`src/rtl/slowcal_pkg.sv`:
```
package slowcal_pkg;

   localparam int unsigned NUM_SRC = 3;

   typedef enum logic [1:0] {
      SRC_MUX   = 2'd0,
      SRC_RCDIV = 2'd1,
      SRC_XO32K = 2'd2,
      SRC_NONE  = 2'd3
   } slow_src_e;

   typedef enum logic [1:0] {
      ST_IDLE  = 2'd0,
      ST_ARM   = 2'd1,
      ST_COUNT = 2'd2
   } cal_state_e;

endpackage

```
`src/rtl/slowcal_edge_sync.sv`:
```
module slowcal_edge_sync #(
   parameter int unsigned STAGES = 2
) (
   input  logic clk,
   input  logic rst_n,
   input  logic async_in,
   output logic rise_o
);

   logic [STAGES-1:0] chain;
   logic              last_q;

   initial begin
      assert (STAGES >= 2) else $fatal(1, "slowcal_edge_sync: STAGES must be at least 2");
   end

   always_ff @(posedge clk or negedge rst_n) begin
      if (!rst_n) begin
         chain  <= '0;
         last_q <= 1'b0;
      end else begin
         chain  <= {chain[STAGES-2:0], async_in};
         last_q <= chain[STAGES-1];
      end
   end

   assign rise_o = chain[STAGES-1] & ~last_q;


   rise_single_chk: assert property (@(posedge clk) disable iff (!rst_n)
      rise_o |=> !rise_o);

endmodule

```
`src/rtl/slowcal_limit.sv`:
```
module slowcal_limit
   import slowcal_pkg::*;
#(
   parameter int unsigned CYC_W      = 32,
   parameter int unsigned CNT_W      = 32,
   parameter int unsigned SHIFT_RC   = 10,
   parameter int unsigned SHIFT_SLOW = 12
) (
   input  logic [1:0]       src,
   input  logic [CYC_W-1:0] ncyc,
   output logic [CNT_W-1:0] limit
);

   localparam int unsigned SH_MAX = (SHIFT_RC > SHIFT_SLOW) ? SHIFT_RC : SHIFT_SLOW;
   localparam int unsigned WIDE   = CYC_W + SH_MAX;

   logic [CNT_W-1:0] cand [NUM_SRC];

   for (genvar s = 0; s < NUM_SRC; s++) begin : g_src
      localparam int unsigned SH = (s == 0) ? SHIFT_RC : SHIFT_SLOW;
      logic [WIDE-1:0] wide;
      assign wide = {{SH_MAX{1'b0}}, ncyc} << SH;
      if (WIDE > CNT_W) begin : g_sat
         assign cand[s] = (|wide[WIDE-1:CNT_W]) ? {CNT_W{1'b1}} : wide[CNT_W-1:0];
      end else begin : g_fit
         assign cand[s] = CNT_W'(wide);
      end
   end

   always_comb begin
      case (slow_src_e'(src))
         SRC_MUX:   limit = cand[0];
         SRC_RCDIV: limit = cand[1];
         SRC_XO32K: limit = cand[2];
         default:   limit = '0;
      endcase
   end


   limit_shift_chk: assert final ((src == 2'd3) || (ncyc == '0) || (limit != '0));

endmodule

```
`src/rtl/slowcal_sat_inc.sv`:
```
module slowcal_sat_inc #(
   parameter int unsigned W = 32
) (
   input  logic [W-1:0] a,
   output logic [W-1:0] y
);

   assign y = (&a) ? a : a + 1'b1;

endmodule

```
`src/rtl/slowcal_counter.sv`:
```
module slowcal_counter
   import slowcal_pkg::*;
#(
   parameter int unsigned CYC_W       = 32,
   parameter int unsigned CNT_W       = 32,
   parameter int unsigned SYNC_STAGES = 2,
   parameter int unsigned SHIFT_RC    = 10,
   parameter int unsigned SHIFT_SLOW  = 12
) (
   input  logic             clk_ref,
   input  logic             rst_n,
   input  logic             slow_mux_clk,
   input  logic             slow_rcdiv_clk,
   input  logic             slow_xo32k_clk,
   input  logic             cal_start,
   input  logic [1:0]       cal_src,
   input  logic [CYC_W-1:0] cal_cycles,
   output logic [CNT_W-1:0] cal_result,
   output logic             cal_busy,
   output logic             cal_done,
   output logic             cal_timeout
);

   initial begin
      assert (SYNC_STAGES >= 2) else $fatal(1, "slowcal_counter: SYNC_STAGES below 2");
      assert (SHIFT_RC >= 1 && SHIFT_SLOW >= 1) else $fatal(1, "slowcal_counter: shifts must be positive");
      assert (CNT_W >= 2 && CYC_W >= 1) else $fatal(1, "slowcal_counter: widths too small");
   end

   // slow clock synchronisation and rising-edge detection
   logic [NUM_SRC-1:0] slow_in;
   logic [NUM_SRC-1:0] rise;

   assign slow_in = {slow_xo32k_clk, slow_rcdiv_clk, slow_mux_clk};

   for (genvar s = 0; s < NUM_SRC; s++) begin : g_sync
      slowcal_edge_sync #(.STAGES(SYNC_STAGES)) u_sync (
         .clk      (clk_ref),
         .rst_n    (rst_n),
         .async_in (slow_in[s]),
         .rise_o   (rise[s])
      );
   end

   // timeout limit for the request on the inputs
   logic [CNT_W-1:0] limit_w;

   slowcal_limit #(
      .CYC_W      (CYC_W),
      .CNT_W      (CNT_W),
      .SHIFT_RC   (SHIFT_RC),
      .SHIFT_SLOW (SHIFT_SLOW)
   ) u_limit (
      .src   (cal_src),
      .ncyc  (cal_cycles),
      .limit (limit_w)
   );

   // measurement state
   cal_state_e       state;
   slow_src_e        sel_q;
   logic [CYC_W-1:0] ncyc_q;
   logic [CNT_W-1:0] limit_q;
   logic [CNT_W-1:0] tmo_cnt;
   logic [CNT_W-1:0] ref_cnt;
   logic [CYC_W-1:0] edge_cnt;
   logic [CNT_W-1:0] result_q;
   logic             done_q;
   logic             tmo_q;

   logic [CNT_W-1:0] tmo_inc;
   logic [CNT_W-1:0] ref_inc;
   logic             sel_rise;
   logic             start_ok;
   logic             tmo_hit;
   logic             last_rise;

   slowcal_sat_inc #(.W(CNT_W)) u_tmo_inc (.a(tmo_cnt), .y(tmo_inc));
   slowcal_sat_inc #(.W(CNT_W)) u_ref_inc (.a(ref_cnt), .y(ref_inc));

   always_comb begin
      case (sel_q)
         SRC_MUX:   sel_rise = rise[0];
         SRC_RCDIV: sel_rise = rise[1];
         SRC_XO32K: sel_rise = rise[2];
         default:   sel_rise = 1'b0;
      endcase
   end

   assign start_ok  = cal_start && (cal_src != SRC_NONE);
   assign tmo_hit   = (tmo_inc >= limit_q);
   assign last_rise = sel_rise && (({1'b0, edge_cnt} + 1'b1) == {1'b0, ncyc_q});

   always_ff @(posedge clk_ref or negedge rst_n) begin
      if (!rst_n) begin
         state    <= ST_IDLE;
         sel_q    <= SRC_MUX;
         ncyc_q   <= '0;
         limit_q  <= '0;
         tmo_cnt  <= '0;
         ref_cnt  <= '0;
         edge_cnt <= '0;
         result_q <= '0;
         done_q   <= 1'b0;
         tmo_q    <= 1'b0;
      end else begin
         case (state)
            ST_IDLE: begin
               if (start_ok) begin
                  state    <= ST_ARM;
                  sel_q    <= slow_src_e'(cal_src);
                  ncyc_q   <= cal_cycles;
                  limit_q  <= limit_w;
                  tmo_cnt  <= '0;
                  result_q <= '0;
                  done_q   <= 1'b0;
                  tmo_q    <= 1'b0;
               end
            end
            ST_ARM: begin
               tmo_cnt <= tmo_inc;
               if (tmo_hit) begin
                  state    <= ST_IDLE;
                  tmo_q    <= 1'b1;
                  result_q <= '0;
               end else if (sel_rise) begin
                  state    <= ST_COUNT;
                  ref_cnt  <= '0;
                  edge_cnt <= '0;
               end
            end
            ST_COUNT: begin
               tmo_cnt <= tmo_inc;
               if (last_rise) begin
                  state    <= ST_IDLE;
                  done_q   <= 1'b1;
                  result_q <= ref_inc;
               end else if (tmo_hit) begin
                  state    <= ST_IDLE;
                  tmo_q    <= 1'b1;
                  result_q <= '0;
               end else begin
                  ref_cnt <= ref_inc;
                  if (sel_rise) begin
                     edge_cnt <= edge_cnt + 1'b1;
                  end
               end
            end
            default: state <= ST_IDLE;
         endcase
      end
   end

   assign cal_busy    = (state != ST_IDLE);
   assign cal_done    = done_q;
   assign cal_timeout = tmo_q;
   assign cal_result  = result_q;


   flags_excl_chk: assert property (@(posedge clk_ref) disable iff (!rst_n)
      !(cal_done && cal_timeout));


   tmo_zero_chk: assert property (@(posedge clk_ref) disable iff (!rst_n)
      cal_timeout |-> (cal_result == '0));


   end_flag_chk: assert property (@(posedge clk_ref) disable iff (!rst_n)
      $fell(cal_busy) |-> (cal_done || cal_timeout));


   hold_chk: assert property (@(posedge clk_ref) disable iff (!rst_n)
      (!cal_busy && !cal_start) |=> ($stable(cal_result) && $stable(cal_done) && $stable(cal_timeout)));


   busy_ignore_chk: assert property (@(posedge clk_ref) disable iff (!rst_n)
      (cal_busy && cal_start) |=> ($stable(ncyc_q) && $stable(limit_q) && $stable(sel_q)));


   tmo_bound_chk: assert property (@(posedge clk_ref) disable iff (!rst_n)
      cal_busy |-> (tmo_cnt <= limit_q));


   bad_src_chk: assert property (@(posedge clk_ref) disable iff (!rst_n)
      (!cal_busy && cal_start && cal_src == 2'd3) |=> !cal_busy);

endmodule

```
`config.mk`:
```
export PLATFORM = sky130hd
export DESIGN_NAME = slowcal_counter
export DESIGN_NICKNAME = d
export VERILOG_FILES = /design/src/rtl/slowcal_pkg.sv /design/src/rtl/slowcal_edge_sync.sv /design/src/rtl/slowcal_limit.sv /design/src/rtl/slowcal_sat_inc.sv /design/src/rtl/slowcal_counter.sv
export SDC_FILE = /design/constraint.sdc
export NUM_CORES = 1
export LEC_CHECK = 0
export CAP_MARGIN = 25
export CORE_MARGIN = 2
export CORE_UTILIZATION = 48
export DETAILED_ROUTE_END_ITERATION = 7
export DONT_BUFFER_PORTS = 1
export GPL_ROUTABILITY_DRIVEN = 0
export PLACE_DENSITY = 0.68
export SLEW_MARGIN = 20
export SYNTH_ARGS = -nofsm -noshare
export SYNTH_HDL_FRONTEND = slang
export SYNTH_SLANG_ARGS = --single-unit
```
`constraint.sdc`:
```
create_clock -name clk_ref -period 7.8 [get_ports clk_ref]
set_input_delay 0 -clock clk_ref [delete_from_list [all_inputs] [get_ports clk_ref]]
set_output_delay 0 -clock clk_ref [all_outputs]
set_load 0.01 [all_outputs]
```
==> results of run 1 <==
## cell usage in the layout, fill, tap and decap left out, types with 18 or more instances in the layout
master,count
nor2b_1,42
xnor2_1,58
nand2_1,168
nand4_1,34
dfrtp_1,198
a21oi_1,34
or3_1,22
o211ai_1,39
and3_1,18
mux2_2,35
ha_1,40
o31ai_1,20
inv_1,48
a21o_1,20
nor2_1,75
and2_1,24
o21ai_0,80
a221oi_1,20
o21ai_1,32
xor2_1,42
dlygate4sd3_1,39
nand3_1,76
## worst max-delay path, cell delays in order, from the launching register on
cell and delay (ns):
dfrtp_1 0.44, nand3_1 0.16, or4_1 0.60, nor4_1 0.62, nor2b_1 0.48, nor2_1 0.22
and3_1 0.24, xor2_1 0.20, ha_1 0.28, and3_1 0.20, or3b_2 0.20, nand4_1 0.09
o211ai_1 0.40, and3_1 0.79, nand2_1 0.53, o311ai_0 0.46
## cells in the mapped netlist, drive strengths merged, types with 4 or more instances
library cell    n  area share (%)
nand3          79             3.2
and2           25             1.2
buf            29             1.3
xnor2          58             4.0
nor3           16            0.63
a2111oi         4            0.47
dfrtp         198              39
o311ai          9            0.62
inv            48             1.4
o21ai         113             4.5
o2bb2ai         5            0.34
nand2b         16            0.78
nor2           76             2.3
clkbuf         70             2.1
or2             6            0.29
o221ai          4            0.27
and4            8            0.55
o211ai         39             2.3
o31ai          20             1.2
a221oi         21             1.5
a21o           20             1.2
a21oi          35             1.4
or4            10            0.62
or3            22             1.1
nand2         168             4.9
a22o           15             1.0
mux2           35             3.1
nor2b          42             2.1
ha             41             4.0
nand4b          4            0.39
a211oi          5            0.29
xor2           42             2.9
nor4           19             1.3
nand4          37             2.0
a31oi           7            0.34
and3           18            0.88
a221o          15             1.2
## through the flow
stage                     area [sq um]  setup WS (ns)  util, %  total power [uW]  hold WS [ns]
after floorplan                  12800           2.99        -              2240        -0.296
after global placement           12800           2.05     49.2              2540        -0.286
after detailed placement         12800           1.90     49.2              2580        -0.289
after CTS                        13900           1.86     53.2              3530        0.0894
after global routing             13900           1.36     53.2              3720        0.0873
final                            13900           1.75     53.2              3520        0.0936
## power by group through the flow
stage / Clock [uW] / Combinational (uW) / Sequential, uW
after detailed placement: 0 / 1220 / 1360
final: 913 / 1270 / 1340
after global routing: 957 / 1400 / 1360
after global placement: 0 / 1190 / 1350
after CTS: 921 / 1270 / 1340
after floorplan: 0 / 929 / 1310
## final cells by class
cell class,count,area [sq um],area share (%)
antenna,2,5.00,0.0361
clock buffer,17,425,3.07
clock inverter,15,183,1.32
inverter,48,180,1.30
multi-input combinational,1084,7210,52.0
sequential,198,4950,35.8
tap,335,419,3.02
timing repair buffer,49,485,3.50
## per-layer routing
| metal | up-vias | routed length (um) |
|---|---|---|
| met2 | 285 | 15800 |
| li1 | 5144 | - |
| met3 | 44 | 1710 |
| met4 | 0 | 508 |
| met5 | - | 0 |
| met1 | 5280 | 15500 |
## registers in the layout, indices dropped and copies added (netlist names)
name	flops
ncyc_q	32
edge_cnt	32
ref_cnt	32
cal_result	32
limit_q	23
g_sync.u_sync.chain	6
tmo_cnt	32
g_sync.u_sync.last_q	3
cal_done	1
sel_q	2
cal_timeout	1
state	2
## logic make-up (layout without fill, tap and decap cells)
group,count (synthesis),after routing,share of synthesized area [%]
simple gates,559,559,23.1
fa+ha+maj,41,41,4.02
xor+xnor,101,101,7.05
compound gates,345,345,18.9
flops,198,198,38.8
mux,38,38,3.33
buf+inv,147,129,4.74
other cells,0,2,0
## what timing repair did
item,CTS,global route
endpoints found under the setup margin,0,0
endpoints found under the hold margin,258,0
hold buffers,40,0
## how the worst min path moves through the flow
| stage | endpoint | slack [ns] |
|---|---|---|
| 4_1_cts | g_sync[2].u_sync.chain[0]$_DFF_PN0_ | 0.09 |
| 3_5_place_dp | cal_result[11]$_DFFE_PN0P_ | -0.29 |
| 2_1_floorplan | cal_done$_DFFE_PN0P_ | -0.30 |
| 5_1_grt | g_sync[2].u_sync.chain[0]$_DFF_PN0_ | 0.09 |
| 6_report | g_sync[0].u_sync.chain[0]$_DFF_PN0_ | 0.09 |
| 3_3_place_gp | cal_result[11]$_DFFE_PN0P_ | -0.29 |
==> flow_summary_export.csv, run 1 <==
group,metric,value,unit
outcome,status,"complete, no violations",
detailed_routing,wl_per_cell,19.2,um
power,p_sw,1450,uW
worst_setup_path,crit_type,"flop to flop",
worst_setup_path,crit_arrival,6.38,ns
worst_setup_path,end_kind,"flop",
clocking,cts.htree.levels,4,
clocking,clk_pin_slew,0.08,ns
clocking,cts-root-buf,"clkbuf_16",
floorplanning,start_util,49.0,%
clocking,postCtsResizedCells,0,
floorplanning,die_h,167,um
yosys,synth_edf_count,0,
yosys,synth.cell_area,12800,sq um
global_route,grt_pass1_vias,10361,
worst_setup_path,worstReg2RegStart,"tmo_cnt[18]$_DFFE_PN0P_",
final_layout,area_growth,8.64,%
sta,maxSlewViolCount,0,
sta,setup_viol,0,
placed_design,dp.final_hpwl,22600,um
sta,slew_headroom,30.8,%
floorplanning,rows,59,
detailed_routing,drt_iter0_markers,964,
worst_setup_path,reg2reg_to,"ref_cnt[8]$_DFFE_PN0P_",
global_route,use_met2,39.2,%
worst_setup_path,crit_path_end,"ref_cnt[8]$_DFFE_PN0P_",
yosys,yosys_warnings,0,
power,leakagePower,0.00574,uW
hold_path,min-delay-start,"slow_mux_clk",
yosys,ys_ff_latch,198,
power,powerDensity,254,nW/um^2
global_route,met1_usage,33.8,%
global_route,grt.busiest_layer,"met2",
worst_setup_path,start_kind,"flop",
clocking,cts_buffers,17,
worst_setup_path,cp_max_fo,19,
detailed_routing,postRouteAntennaNets,0,
sta,fin_crit_sh,77.6,%
hold_path,min_path_cells,1,
clocking,insertion_delay,0.46,ns
power,swShare,41.3,%
placed_design,post-place-cells,1674,
sta,final-hold-violation-count,0,
sta,tns,0,ns
worst_setup_path,rr_worst_depth,15,
clocking,max-clock-path-buffers,2,
detailed_routing,viasPerCell,6.15,
yosys,synth_seq_area_share,38.8,%
global_route,grt_pass1_wl,55000,um
yosys,yosysUniqueCellTypes,85,
floorplanning,die_area,27900,sq um
global_route,grt_remaining_overflow,0,
sta,fin_crit,6.05,ns
sta,rsz0062_at_grt,"false",
floorplanning,ios,75,
power,power_frac_seq,38.0,%
final_layout,fin_cells,1748,
floorplanning,core-area,26100,sq um
flow_run,drv_cap,0,
yosys,synth_cells,1429,
detailed_routing,post-route-drc-count,0,
worst_setup_path,cp_data_required_time,8.13,ns
power,vdd_drop_max,0.000180,V
detailed_routing,routed-via-count,10753,
floorplanning,die-width,167,um
clocking,cts_tree,"built",
sta,skew,0.0200,ns
worst_setup_path,crit_start,"tmo_cnt[18]$_DFFE_PN0P_",
global_route,use_met3,4.02,%
yosys,synth_ff_type,"dfrtp_1",
global_route,track_usage,24.1,%
clocking,postCtsSetupBuffers,0,
worst_setup_path,r2r_setup_slack,1.75,ns
power,share_comb_of_total_power,36.1,%
yosys,async_flop_share,100,%
sta,max_freq,0.165,GHz
final_layout,drive_above_1_share,7.58,%
final_layout,final_nets,1479,
placed_design,numPortBuffers,0,
global_route,antenna_found_initial,2,
yosys,synthesis.nets,1510,
hold_path,hold_path.class,"primary input to flop",
global_route,grt_max_degree,199,
detailed_routing,dr.pass1.iters,5,
clocking,clkSinkCount,198,
power,p_int,2070,uW
power,pwr-share-clk,25.9,%
yosys,syn_avg_cell_area,8.93,sq um
final_layout,fillCellCount,2375,
detailed_routing,routed_wl,33500,um
sta,max_slew.worst_pin.slew,1.04,ns
(Power assumes the default switching activity.)
==> run 2, diff against run 1 <==
clock period = 5.7 ns   (was 7.8 ns; I/O delays follow)
==> flow_summary_export.csv, run 2 (same netlist as run 1, synthesis figures left out) <==
group,metric,value,unit
worst_setup_path,crit_arrival,5.61,ns
final_layout,layout_common_cells,"198 x dfrtp_1, 168 x nand2_1, 80 x o21ai_0",
flow_run,drv_cap,0,
floorplanning,start_util,49.0,%
worst_setup_path,end_kind,"flop",
detailed_routing,drt_iter0_markers,864,
clocking,cts_tree,"built",
floorplanning,die_h,167,um
final_layout,area_growth,9.52,%
worst_setup_path,reg2reg_to,"ref_cnt[15]$_DFFE_PN0P_",
worst_setup_path,crit_type,"flop to flop",
floorplanning,die_area,27900,sq um
final_layout,final_common_cell,"dfrtp_1",
worst_setup_path,crit_chain,"and3_1 -> and4_1 -> nand2_1 -> nor4_2 -> nor2b_1 -> nand2_1 -> xnor2_1 -> ha_1 -> a2111oi_0 -> o21ai_0 -> a221o_1 -> a21oi_1 -> and2_1 -> nand2_1 -> a21o_1 -> a221o_1",
power,powerDensity,351,nW/um^2
sta,fin_crit,5.28,ns
sta,setup_viol,0,
detailed_routing,dr.pass1.iters,5,
floorplanning,rows,59,
worst_setup_path,crit_slowest_cell,"nor4_2",
sta,final-hold-violation-count,0,
worst_setup_path,worstReg2RegStart,"tmo_cnt[3]$_DFFE_PN0P_",
hold_path,holdPathEnd,"state[1]$_DFFE_PN0P_",
sta,slew_headroom,33.0,%
global_route,met1_usage,35.4,%
clocking,cts-root-buf,"clkbuf_16",
clocking,cts.htree.levels,4,
global_route,grt_pass1_vias,10410,
sta,max_freq,0.189,GHz
floorplanning,ios,75,
floorplanning,core-area,26100,sq um
clocking,insertion_delay,0.45,ns
final_layout,fillCellCount,2402,
global_route,antenna_found_initial,1,
sta,rsz0062_at_grt,"false",
detailed_routing,routed_wl,34000,um
sta,maxSlewViolCount,0,
worst_setup_path,rr_worst_depth,16,
power,leakagePower,0.00581,uW
detailed_routing,viasPerCell,6.22,
sta,fin_crit_sh,92.7,%
worst_setup_path,cpMostUsedCell,"nand2_1",
worst_setup_path,r2r_setup_slack,0.42,ns
global_route,grt_max_degree,199,
floorplanning,die-width,167,um
worst_setup_path,start_kind,"flop",
clocking,max-clock-path-buffers,2,
clocking,clk_pin_slew,0.08,ns
placed_design,dp.final_hpwl,23100,um
global_route,track_usage,24.6,%
hold_path,min-delay-start,"cal_start",
sta,max_slew.worst_pin.slew,1.00,ns
global_route,grt.busiest_layer,"met2",
final_layout,final_nets,1485,
outcome,status,"complete, no violations",
placed_design,post-place-ws,0.116,ns
detailed_routing,postRouteAntennaNets,0,
global_route,use_met2,39.0,%
clocking,clkSinkCount,198,
global_route,grt_pass1_wl,56100,um
placed_design,numPortBuffers,0,
detailed_routing,wl_per_cell,19.4,um
hold_path,hold_path.class,"primary input to flop",
detailed_routing,routed-via-count,10905,
worst_setup_path,cp_data_required_time,6.03,ns
hold_path,min_path_cells,4,
sta,tns,0,ns
sta,skew,0.0199,ns
sta,fin_ws,0.416,ns
detailed_routing,post-route-drc-count,0,
global_route,use_met3,3.80,%
clocking,cts_buffers,17,
power,vdd_drop_max,0.000229,V
worst_setup_path,critPathMaxStageDelay,0.52,ns
global_route,grt_remaining_overflow,0,
worst_setup_path,cp_max_fo,20,
final_layout,drive_above_1_share,8.26,%
-- run 2: worst max-delay path by stage --
| stage | start | endpoint | cells after the start |
|---|---|---|---|
| final | tmo_cnt[3]$_DFFE_PN0P_ | ref_cnt[15]$_DFFE_PN0P_ | 16 |
| after global routing | tmo_cnt[18]$_DFFE_PN0P_ | ref_cnt[15]$_DFFE_PN0P_ | 18 |
| after CTS | tmo_cnt[3]$_DFFE_PN0P_ | ref_cnt[8]$_DFFE_PN0P_ | 15 |
| after detailed placement | tmo_cnt[3]$_DFFE_PN0P_ | ref_cnt[8]$_DFFE_PN0P_ | 15 |
| after global placement | tmo_cnt[3]$_DFFE_PN0P_ | ref_cnt[8]$_DFFE_PN0P_ | 15 |
| after floorplan | tmo_cnt[18]$_DFFE_PN0P_ | ref_cnt[15]$_DFFE_PN0P_ | 19 |
-- run 2: layout make-up --
| type | count | area, sq um | share of cell area, % |
|---|---|---|---|
| well taps | 335 | 419 | 3.00 |
| multi-input cells | 1084 | 7220 | 51.7 |
| clock buffers | 17 | 425 | 3.04 |
| flip-flops and latches | 198 | 4950 | 35.5 |
| diodes | 1 | 2.50 | 0.0179 |
| repair buffers | 55 | 548 | 3.92 |
| inverters | 48 | 180 | 1.29 |
| clock inverters | 15 | 220 | 1.58 |
-- run 2: where the power goes --
part,internal (uW),switching [uW]
logic,608,1150
clock network,653,659
registers,1640,196
total,2900,2010
-- run 2: metal layers --
metal	share of wire [%]	wire length (um)	up-vias
met3	6.5	2200	35
met5	0	0	-
met4	1.5	510	0
met2	47	15900	371
li1	-	-	5159
met1	45	15400	5340
-- run 2: per-stage QoR --
step,power [uW],util [%],hold WS [ns],instance area [sq um],cells
4_1_cts,4910,53.4,0.00113,13900,1751
5_1_grt,5200,53.6,0.0676,14000,1753
3_3_place_gp,3500,49.4,-0.286,12900,1680
2_1_floorplan,3060,-,-0.296,12800,1429
3_5_place_dp,3540,49.4,-0.287,12900,1680
6_report,4900,53.6,0.0175,14000,1753
-- run 2: repair_timing --
| action | in CTS | in global routing |
|---|---|---|
| endpoints found under the hold margin | 257 | 0 |
| buffers inserted | 0 | 0 |
| hold buffers | 39 | 0 |
| setup endpoints to repair | 0 | 26 |
| gates resized for setup | 0 | 3 |
-- run 2: worst max-delay path, delay by kind of cell (launching register included) --
kind / cells / cell delay (ns)
AO/OA/AOI/OAI: 6 / 2.10
XOR/XNOR: 1 / 0.16
adder cells (fa/ha/maj): 1 / 0.20
flip-flops: 1 / 0.44
AND/OR/NAND/NOR: 8 / 2.28
